`src/rtl/shader_flow_seq.sv`:
```
module shader_flow_seq #(
  parameter int IW    = 9,
  parameter int WORDS = 6,
  parameter int CNT_W = 8,
  parameter int NLOOP = 4,
  parameter int NFLAG = 16,
  parameter int DEPTH = 4
) (
  input  logic                   clk,
  input  logic                   rst_n,
  input  logic                   start,
  output logic [IW-1:0]          imem_addr,
  input  logic [32*WORDS-1:0]    imem_data,
  input  logic                   alu_cond,
  input  logic [NFLAG-1:0]       const_flags,
  input  logic                   host_we,
  input  logic [$clog2(NLOOP)-1:0] host_idx,
  input  logic [CNT_W-1:0]       host_limit,
  output logic                   issue_alu,
  output logic                   issue_inp,
  output logic [IW-1:0]          issue_pc,
  output logic [32*WORDS-1:0]    issue_word,
  output logic                   done,
  output logic                   fault
);
  localparam int SPW = $clog2(DEPTH + 1);
  localparam int DIW = $clog2(DEPTH);
  localparam int LSW = $clog2(NLOOP);
  localparam int FSW = $clog2(NFLAG);

  logic              running;
  logic [IW-1:0]     pc, pc_n, ret_addr;
  logic [SPW-1:0]    sp;
  logic [DIW-1:0]    top;
  logic [IW-1:0]     st_addr [DEPTH];
  logic [CNT_W-1:0]  st_cnt  [DEPTH];
  logic [CNT_W-1:0]  lim     [NLOOP];
  logic [CNT_W-1:0]  sel_lim, push_cnt;
  logic              push, pop, dec, bad, fin;

  wire [1:0]    kind = imem_data[31:30];
  wire [3:0]    op   = imem_data[27:24];
  wire [IW-1:0] tgt  = imem_data[IW-1:0];
  wire          flow = running && kind[1];

  assign imem_addr  = pc;
  assign issue_pc   = pc;
  assign issue_word = imem_data;
  assign issue_alu  = running && kind == 2'b00;
  assign issue_inp  = running && kind == 2'b01;
  assign top        = DIW'(sp - SPW'(1));
  assign ret_addr   = pc + IW'(1);
  assign sel_lim    = lim[imem_data[16 +: LSW]];

  always_comb begin
    pc_n = ret_addr;
    push = 1'b0;
    pop  = 1'b0;
    dec  = 1'b0;
    fin  = 1'b0;
    push_cnt = sel_lim;
    if (flow) begin
      case (op)
        4'd0: pc_n = tgt;
        4'd1: if (alu_cond) pc_n = tgt;
        4'd2: if (const_flags[imem_data[16 +: FSW]]) pc_n = tgt;
        4'd3: if (sel_lim == '0) pc_n = tgt; else push = 1'b1;
        4'd4: if (st_cnt[top] > CNT_W'(1)) begin
                dec  = 1'b1;
                pc_n = st_addr[top];
              end else pop = 1'b1;
        4'd5: begin push = 1'b1; push_cnt = '0; pc_n = tgt; end
        4'd6: begin pop = 1'b1; pc_n = st_addr[top]; end
        4'd7: fin = 1'b1;
        default: ;
      endcase
    end
    bad = (push && sp == SPW'(DEPTH)) || ((pop || op == 4'd4) && flow && sp == '0);
  end

  always_ff @(posedge clk or negedge rst_n) begin
    if (!rst_n) begin
      running <= 1'b0;
      pc      <= '0;
      sp      <= '0;
      done    <= 1'b0;
      fault   <= 1'b0;
    end else begin
      done <= 1'b0;
      if (start) begin
        running <= 1'b1;
        pc      <= '0;
        sp      <= '0;
        fault   <= 1'b0;
      end else if (running) begin
        if (bad) begin
          fault   <= 1'b1;
          running <= 1'b0;
        end else if (fin) begin
          done    <= 1'b1;
          running <= 1'b0;
        end else begin
          pc <= pc_n;
          if (push) sp <= sp + SPW'(1);
          else if (pop) sp <= sp - SPW'(1);
        end
      end
    end
  end

  always_ff @(posedge clk) begin
    if (running && !start && !bad) begin
      if (push) begin
        st_addr[sp[DIW-1:0]] <= ret_addr;
        st_cnt[sp[DIW-1:0]]  <= push_cnt;
      end else if (dec) begin
        st_cnt[top] <= st_cnt[top] - CNT_W'(1);
      end
    end
  end

  always_ff @(posedge clk or negedge rst_n) begin
    if (!rst_n) begin
      for (int i = 0; i < NLOOP; i++) lim[i] <= '0;
    end else if (host_we) begin
      lim[host_idx] <= host_limit;
    end
  end
endmodule

```
`config.mk`:
```
export PLATFORM = sky130hd
export DESIGN_NAME = shader_flow_seq
export DESIGN_NICKNAME = d
export VERILOG_FILES = /design/src/rtl/shader_flow_seq.sv
export SDC_FILE = /design/constraint.sdc
export NUM_CORES = 1
export LEC_CHECK = 0
export ABC_AREA = 0
export BUFFER_PORTS_ARGS = -buffer_cell sky130_fd_sc_hd__buf_2
export CAP_MARGIN = 20
export CORE_AREA = 2 2 171 173
export CTS_CLUSTER_DIAMETER = 200
export CTS_CLUSTER_SIZE = 16
export DETAILED_ROUTE_END_ITERATION = 16
export DIE_AREA = 0 0 173 175
export PLACE_DENSITY_LB_ADDON = 0.2
export SYNTH_ARGS = -nofsm -noshare
export SYNTH_HDL_FRONTEND = slang
export SYNTH_SLANG_ARGS = --single-unit
```
`constraint.sdc`:
```
create_clock -name clk -period 4.23 [get_ports clk]
set_input_delay 0 -clock clk [delete_from_list [all_inputs] [get_ports clk]]
set_output_delay 0 -clock clk [all_outputs]
set_load 0.05 [all_outputs]
```
==> results.yml, run 1 <==
cts:
  hold_buffers: 13
  cts_root_buf: "clkbuf_16"
  insertion_delay_ns: 0.42
  cts_resized: 0
  cts.path.max_buffers: 2
  cts_setup_buffers: 0
  clock-sinks: 115
  cts_tree: "yes"
  path_clk_slew_ns: 0.05
  cts_buffers: 17
  h-tree-depth: 4
detailed_routing:
  ant_nets: 0
  routed_via_density: 4.711
  dr.first_iter.drc_count: 267
  vias: 4386
  detail_route.wl_per_cell_um: 25.52
  drc: 0
  first_pass_iters: 6
  wl_um: 23760
setup_path:
  critPathLaunchType: "register"
  cp_data_arrival_time_ns: 3.74
  critical_path.max_fanout: 17
  critPathCaptureType: "register"
  crit_type: "reg -> reg"
  required_ns: 4.37
power:
  p_int_w: 0.002409
  switching_power_w: 0.0008697
  pwr-share-comb: 0.166
  vdd_drop_max_uv: 227.2
  swShare: 0.2652
  p_seq_frac: 0.408
  clockPowerShare: 0.426
  power_density_nw_per_um2: 437.6
  leakage_nw: 2.844
layout:
  multi_input_area_sq_um: 2530
  final_cells: 931
  final_nets: 766
  n_fill_cell: 2993
  final_area_sq_um: 7493
  diodes: 0
  drive_gt1_frac: 0.3675
  area_growth_pct: 1.526
  seqCellArea_sq_um: 3218
timing:
  setup_viol: 0
  worst_hold_slack_ns: -0.002631
  relSlewSlack: 0.4427
  maxSlewViolCount: 0
  final.min_clock_period_ns: 3.597
  finClkSkew_ns: 0.02326
  post-route-period-util: 0.8503
  rsz0062_at_grt: "no"
  max_freq_mhz: 278.0
  setup_tns_ns: 0
  tightest_slew_ns: 0.8323
  hold_viol_final: 1
synthesis:
  synthesis.nets: 854
  syn_inst: 623
  synth_edf_count: 68
  synth.distinct_cells: 72
  syn_area_sq_um: 7381
  ys.flop_type: "edfxtp_1"
  ys_top_cells_by_area: "edfxtp_1 (28%), buf_4 (21%), dfrtp_1 (16%), mux4_2 (8.2%), mux2_2 (5.2%)"
  synth_top_area_frac: 0.2767
  yosys.area.top_type: "edfxtp_1"
  ys_seq_elements: 115
  synth_seq_area_share: 0.4360
  ys_async_sr_fraction: 0.4087
  synthesis.area_per_instance_sq_um: 11.85
  yosysWarningCount: 0
floorplan:
  die_w_um: 173
  io_pins: 437
  start_util: 0.2600
  die_h_um: 175
  num_rows: 62
  core_sq_um: 28390
  dieArea_sq_um: 30280
placement:
  placed_area_sq_um: 6773
  gp_congestion: 0.7520
  dp_hpwl_um: 18670
  portBuffers: 90
  dp_cells: 886
grt:
  grt_overflow_total: 0
  grtUsageTotal: 0.1561
  grt_max_degree: 48
  antenna_found_initial: 0
  grt_pass1_vias: 4593
  grt_pass1_wl_um: 33760
hold_path:
  hp-class: "in -> reg"
run_status:
  status: "complete, but fails checks"
  violations: "hold timing"
flow_run:
  cap_violations: 0
## per-stage QoR
stage	power (W)	hold WS [ns]	util	setup slack, ns
floorplan	0.002183	-0.2956	-	0.09893
global placement	0.001896	0.0003409	0.2385	0.6629
detailed placement	0.001905	0.0003409	0.2385	0.5824
CTS	0.003318	0.0003409	0.2637	0.5721
global route	0.003416	0.00007164	0.2639	0.3967
finish	0.003279	-0.002631	0.2639	0.6334
## cells in the final DEF (no fill, tap or decap), drive strengths merged, types with 4 or more instances in the layout
cell / instances
inv: 17
nor2: 20
or3: 5
a211oi: 4
a21oi: 5
xnor2: 8
a31oi: 4
nor4: 5
nand2b: 4
xor2: 7
dfrtp: 47
nand3: 8
nor3: 7
edfxtp: 68
dlygate4sd3: 13
nor2b: 8
ha: 8
o21ai: 15
nand2: 28
o2bb2ai: 4
nor3b: 11
buf: 95
mux4: 29
mux2: 35
clkbuf: 29
a221o: 6
and2: 7
## cell families after synthesis
family / share of synthesized area
flip-flops: 0.4360
multiplexers: 0.1470
XOR/XNOR: 0.01780
AND/OR/NAND/NOR: 0.09747
adder cells (fa/ha/maj): 0.01356
buffers and inverters: 0.2219
AO/OA/AOI/OAI: 0.06629
## cells in the mapped netlist (7+ instances only)
library cell / number
and2_1: 7
clkbuf_1: 9
edfxtp_1: 68
xor2_1: 7
o21ai_0: 13
nand3_1: 7
mux2_2: 34
nor2_1: 20
buf_4: 202
nand2_1: 28
ha_1: 8
inv_1: 17
nor2b_1: 7
mux4_2: 27
dfrtp_1: 47
xnor2_1: 8
nor3b_1: 10
## worst paths after layout
check	slack (ns)	end	depth (start not counted)	startpoint
max	0.63	st_cnt[1][5]$_DFFE_PP_	12	sp[1]$_DFFE_PN0P_
min	-0.003	imem_addr[4]$_DFFE_PN0P_	3	imem_data[4]
max reg2reg	0.63	st_cnt[1][5]$_DFFE_PP_	12	sp[1]$_DFFE_PN0P_
min reg2reg	0.50	lim[7]$_DFFE_PN0P_	1	lim[7]$_DFFE_PN0P_
max in group asynchronous	3.51	sp[0]$_DFFE_PN0P_	3	rst_n
min in group asynchronous	0.23	lim[23]$_DFFE_PN0P_	3	rst_n
## metal layers
layer | global-route usage | wire (um) | vias up
li1 | - | - | 1869
met1 | 0.1565 | 8108 | 2118
met2 | 0.2428 | 11150 | 344
met3 | 0.1168 | 3788 | 49
met4 | 0.05756 | 534 | 6
met5 | 0.05288 | 181 | -
## state kept, by name, indices dropped and copies added (netlist names)
| name | cells |
|---|---|
| done | 1 |
| fault | 1 |
| imem_addr | 9 |
| lim | 32 |
| running | 1 |
| sp | 3 |
| st_addr | 36 |
| st_cnt | 32 |
## worst max-delay path: stages, from the launching register on
cell,delay (ns)
dfrtp_1,0.43
inv_1,0.14
ha_1,0.54
mux4_2,0.40
inv_1,0.09
ha_1,0.16
nor2_1,0.04
or3_1,0.45
o211ai_1,0.29
nor4_4,0.05
buf_4,0.22
and3_1,0.19
a31o_2,0.31
## power groups by stage
stage / combinational [W] / clock, W / sequential [W]
after floorplan: 0.000814 / 0 / 0.00137
after global routing: 0.000589 / 0.00148 / 0.00135
after detailed placement: 0.000545 / 0 / 0.00136
after CTS: 0.000555 / 0.00142 / 0.00134
final: 0.000543 / 0.00140 / 0.00134
after global placement: 0.000542 / 0 / 0.00135
## area by class of cell
class | instances | area share
clock buffers | 29 | 0.07647
clock inverters | 2 | 0.001670
inverters | 17 | 0.008516
multi-input cells | 276 | 0.3376
flip-flops and latches | 115 | 0.4295
well taps | 384 | 0.06412
repair buffers | 108 | 0.08215
Power figures use the tool's default switching activity.
==> inputs of run 2 (changes only) <==
Settings changed: ABC_AREA 0 to 1, SLEW_MARGIN set to 15.
==> results.yml, run 2 <==
run_status:
  status: "finished clean"
placement:
  pre_cts_ws_ns: 0.3391
  gp_congestion: 0.7912
  placed_area_sq_um: 6923
  portBuffers: 90
  dp_cells: 1170
  dp_hpwl_um: 19820
synthesis:
  synth_seq_area_share: 0.4255
  ys_top_cells_by_area: "edfxtp_1 (27%), buf_4 (21%), dfrtp_1 (16%), nand2_1 (11%), o21ai_0 (4.7%)"
  syn_inst: 910
  ys_seq_elements: 115
  ys_async_sr_fraction: 0.4087
  synth_top_area_frac: 0.2700
  synth_edf_count: 68
  ys.flop_type: "edfxtp_1"
  synth.distinct_cells: 34
  synthesis.nets: 1141
  synthesis.area_per_instance_sq_um: 8.310
  syn_area_sq_um: 7562
  yosysWarningCount: 0
  yosys.area.top_type: "edfxtp_1"
  synth_commonest_cells: "nand2_1 (228), buf_4 (207), o21ai_0 (71)"
  yosysMostFrequentCell: "nand2_1"
cts:
  cts_tree: "yes"
  cts_root_buf: "clkbuf_16"
  path_clk_slew_ns: 0.06
  clock-sinks: 115
  cts_buffers: 17
  insertion_delay_ns: 0.42
  cts.path.max_buffers: 2
  h-tree-depth: 4
floorplan:
  num_rows: 62
  die_w_um: 173
  dieArea_sq_um: 30280
  die_h_um: 175
  io_pins: 437
  start_util: 0.2663
  core_sq_um: 28390
setup_path:
  slowest_stage: "dfrtp_1"
  critical_path.max_fanout: 13
  critPathMaxStageDelay_ns: 0.44
  startpoint: "sp[1]$_DFFE_PN0P_"
  required_ns: 4.34
  reg2reg_depth: 17
  critPathLaunchType: "register"
  worstPathCellList: "inv_1, ha_1, inv_1, a21oi_1, a32oi_2, inv_1, ha_1, or2_2, and3_1, nand2_1, nand2_1, nor2_2, nand3_4, nand2_1, nand3_2, nor2_1, buf_4"
  crit_type: "reg -> reg"
  cp_num_cells: 17
  r2r_start: "sp[1]$_DFFE_PN0P_"
  cp_data_arrival_time_ns: 3.89
  critPathTopFamily: "simple AND/OR/NAND/NOR gates"
  critPathCaptureType: "register"
  crit_buf_inv: 4
grt:
  grt_max_degree: 48
  grt_pass1_wl_um: 36310
  met2_usage: 0.2665
  busiest_layer: "met2"
  met3_usage: 0.1060
  use_met1: 0.1702
  grt_pass1_vias: 5204
  antenna_found_initial: 0
  grtUsageTotal: 0.1639
  grt_overflow_total: 0
flow_run:
  cap_violations: 0
detailed_routing:
  dr.first_iter.drc_count: 323
  ant_nets: 0
  wl_um: 25130
  detail_route.wl_per_cell_um: 20.68
  first_pass_iters: 5
  vias: 5312
  drc: 0
  routed_via_density: 4.372
power:
  p_seq_frac: 0.364
  clockPowerShare: 0.397
  power_density_nw_per_um2: 484.6
  leakage_nw: 3.456
  p_int_w: 0.002488
  vdd_drop_max_uv: 282.2
  swShare: 0.3306
  switching_power_w: 0.001229
  pwr-share-comb: 0.239
timing:
  final.min_clock_period_ns: 3.779
  maxSlewViolCount: 0
  finClkSkew_ns: 0.009624
  setup_viol: 0
  tightest_slew_ns: 0.8617
  max_freq_mhz: 264.6
  hold_viol_final: 0
  timing.final.ws_setup_ns: 0.4510
  post-route-period-util: 0.8934
  setup_tns_ns: 0
  relSlewSlack: 0.4234
  rsz0062_at_grt: "no"
layout:
  drive_gt1_frac: 0.1961
  largest_reg_flops: 36
  area_growth_pct: 1.406
  final_cell_mix: "nand2_1 (228), buf_2 (90), o21ai_0 (71)"
  final_cells: 1215
  final_nets: 1049
  diodes: 0
  final_common_cell: "nand2_1"
  final_area_sq_um: 7669
hold_path:
  min_path_cells: 0
  hp-class: "in -> out"
  worstHoldStart: "imem_data[92]"
## run 2: changes by cell type in the layout (fill, tap and decap cells not counted), moves of 10 or more
cell / before / now
o21ai_0: 13 / 71
mux4_2: 27 / 0
nand3_1: 7 / 64
inv_1: 17 / 51
nand2_1: 28 / 228
nor2_1: 20 / 54
mux2_2: 34 / 0
buf_4: 4 / 14
a21oi_1: 4 / 16
## run 2: logic make-up (layout without fill, tap and decap cells)
group                    Yosys count  after routing  synth area share
adder cells (fa/ha/maj)            8              8           0.01324
AO/OA/AOI/OAI                    103            103           0.07230
XOR/XNOR                          14             14           0.01621
buffers and inverters            281            202            0.2482
flip-flops                       115            115            0.4255
AND/OR/NAND/NOR                  389            389            0.2245
## run 2: metrics by stage
| stage | power, W | utilization | hold slack (ns) |
|---|---|---|---|
| 3_3_place_gp | 0.002266 | 0.2438 | 0.0003409 |
| 2_1_floorplan | 0.002462 | - | -0.2956 |
| 6_report | 0.003716 | 0.2701 | 0.00001929 |
| 4_1_cts | 0.003761 | 0.2698 | 0.0003409 |
| 3_5_place_dp | 0.002262 | 0.2438 | 0.0003409 |
| 5_1_grt | 0.003920 | 0.2701 | 0.00006845 |
## run 2: layer usage
metal / wire (um) / share of wire
met5: 0 / 0
met4: 647 / 0.026
met3: 3724 / 0.15
met2: 11750 / 0.47
met1: 9010 / 0.36
## run 2: final timing paths
path | end | slack (ns)
worst max-delay path | st_cnt[3][0]$_DFFE_PP_ | 0.45
worst min-delay path | issue_word[92] | 0.00002
worst max register to register | st_cnt[3][0]$_DFFE_PP_ | 0.45
worst min register to register | lim[16]$_DFFE_PN0P_ | 0.48
max in group asynchronous | lim[5]$_DFFE_PN0P_ | 3.52
min in group asynchronous | imem_addr[4]$_DFFE_PN0P_ | 0.23
## run 2: cell type report
class | count | area (sq um)
tap | 384 | 480.5
clock inverter | 15 | 182.7
clock buffer | 17 | 425.4
inverter | 53 | 201.4
fill | 3141 | 20720
sequential | 115 | 3218
multi-input combinational | 514 | 2475
timing repair buffer | 117 | 685.7
## run 2: repair_timing
item / 4_1_cts / 5_1_grt
setup buffers: 0 / 0
hold buffers: 13 / 0
setup endpoints to repair: 0 / 32
resized for setup: 0 / 1
endpoints found under the hold margin: 84 / 0
## run 2: power by group through the flow
| stage | clock network (W) | logic [W] | registers, W |
|---|---|---|---|
| final | 0.00147 | 0.000889 | 0.00135 |
| after detailed placement | 0 | 0.000888 | 0.00137 |
| after global placement | 0 | 0.000892 | 0.00137 |
| after global routing | 0.00156 | 0.000997 | 0.00136 |
| after CTS | 0.00151 | 0.000899 | 0.00135 |
| after floorplan | 0 | 0.00106 | 0.00140 |
==> inputs of run 3 (changes only) <==
Settings changed: REMOVE_ABC_BUFFERS set to 1, SLEW_MARGIN 15 to 5.
==> results.yml, run 3 (synthesis gave the netlist of run 2 again) <==
run_status:
  status: "finished clean"
layout:
  final_nets: 1047
  drive_gt1_frac: 0.1894
  diodes: 0
  final_cells: 1213
  fin_util: 0.2691
  final_cell_mix: "nand2_1 (228), buf_2 (90), o21ai_0 (71)"
  n_fill_cell: 3158
  largest_reg_flops: 36
  area_growth_pct: 1.042
  final_common_cell: "nand2_1"
  final_area_sq_um: 7641
timing:
  setup_viol: 0
  worst_hold_slack_ns: 0.0004938
  maxSlewViolCount: 0
  rsz0062_at_grt: "no"
  finClkSkew_ns: 0.01100
  max_freq_mhz: 277.3
  post-route-period-util: 0.8525
  timing.final.ws_setup_ns: 0.6239
  final.min_clock_period_ns: 3.606
  tightest_slew_ns: 0.8303
  relSlewSlack: 0.4444
  hold_viol_final: 0
flow_run:
  cap_violations: 0
setup_path:
  crit_type: "reg -> reg"
  critical_path.max_fanout: 13
  cp_data_arrival_time_ns: 3.71
  required_ns: 4.33
  critPathLaunchType: "register"
  critPathCaptureType: "register"
grt:
  grt_max_degree: 48
  antenna_found_initial: 0
  grt_pass1_wl_um: 64510
  grtUsageTotal: 0.3393
  grt_overflow_total: 0
  grt_pass1_vias: 5531
cts:
  cts_buffers: 17
  cts_setup_buffers: 0
  cts_tree: "yes"
  insertion_delay_ns: 0.41
  cts.path.max_buffers: 2
  cts_resized: 0
  h-tree-depth: 4
  clock-sinks: 115
  cts_root_buf: "clkbuf_16"
  path_clk_slew_ns: 0.05
detailed_routing:
  highest_layer: "met5"
  ant_nets: 0
  wl_met1_um: 9951
  vias: 5732
  detail_route.wl_per_cell_um: 42.30
  drc: 0
  wl_met3_um: 13500
  wl_met2_um: 23690
  routed_via_density: 4.725
  wl_um: 51300
  first_pass_iters: 4
  dr.first_iter.drc_count: 425
power:
  leakage_nw: 3.462
  vdd_drop_max_uv: 260.9
  power_density_nw_per_um2: 488.2
floorplan:
  die_h_um: 175
  core_sq_um: 28390
  dieArea_sq_um: 30280
  num_rows: 62
  die_w_um: 173
  start_util: 0.2663
  io_pins: 437
placement:
  pre_cts_ws_ns: 0.6513
  portBuffers: 90
  gp_congestion: 1.259
  dp_hpwl_um: 45700
  placed_area_sq_um: 6923
  dp_cells: 1170
hold_path:
  hp-class: "in -> out"
[run 3: cell count changes in the layout (fill, tap and decap cells not counted), sizes merged]
cell / change
dlygate4sd3: -2
bufinv: -1
inv: -2
clkbuf: +11
clkinv: -4
clkinvlp: -4
[run 3: routing by layer]
layer  GRT usage  up-vias
met1      0.1839     2589
met4      0.2253        4
met3      0.4154       91
li1            -     2583
met5     0.08494        -
met2      0.5518      465
[run 3: stage by stage]
step	total power (W)	TNS (ns)
6_report	0.003730	0
4_1_cts	0.003755	0
3_3_place_gp	0.002280	0
5_1_grt	0.003922	0
2_1_floorplan	0.001921	-12.59
3_5_place_dp	0.002279	0
[run 3: path summary, 6_finish.rpt]
path,startpoint,to,slack [ns],depth (start not counted)
worst max-delay path,sp[1]$_DFFE_PN0P_,st_cnt[2][2]$_DFFE_PP_,0.62,18
worst min-delay path,imem_data[103],issue_word[103],0.0005,0
worst max register to register,sp[1]$_DFFE_PN0P_,st_cnt[2][2]$_DFFE_PP_,0.62,18
worst min register to register,lim[15]$_DFFE_PN0P_,lim[15]$_DFFE_PN0P_,0.48,2
max in group asynchronous,rst_n,lim[1]$_DFFE_PN0P_,3.51,3
min in group asynchronous,rst_n,imem_addr[2]$_DFFE_PN0P_,0.24,3
[run 3: final cells by class]
| type | count | area, sq um | area share |
|---|---|---|---|
| Timing Repair Buffer | 115 | 665.6 | 0.08711 |
| Inverter | 53 | 201.4 | 0.02636 |
| Clock inverter | 4 | 70.07 | 0.009170 |
| Multi-Input combinational cell | 514 | 2467 | 0.3229 |
| Clock buffer | 28 | 538.0 | 0.07041 |
| Tap cell | 384 | 480.5 | 0.06288 |
| Sequential cell | 115 | 3218 | 0.4212 |
[run 3: critical path, cell delays in order (launching register included)]
cell and delay (ns):
dfrtp_1 0.44, inv_1 0.14, ha_1 0.37, inv_1 0.15, a21oi_1 0.06, a32oi_1 0.16, buf_4 0.16, inv_1 0.04
ha_1 0.20, or2_2 0.27, and3_1 0.19, nand2_1 0.06, nand2_1 0.08, nor2_2 0.22, nand3_4 0.19, nand2_1 0.18
nand3_2 0.08, nor2_1 0.10, buf_4 0.20
[run 3: what timing repair did]
action / CTS / global route
setup endpoints to repair: 0 / 0
hold endpoints to repair: 84 / 0
hold buffers: 11 / 0
[run 3: where the power goes]
| part | switching, W | internal, W |
|---|---|---|
| registers | 0.0000590 | 0.00129 |
| logic | 0.000643 | 0.000270 |
| clock network | 0.000484 | 0.000980 |
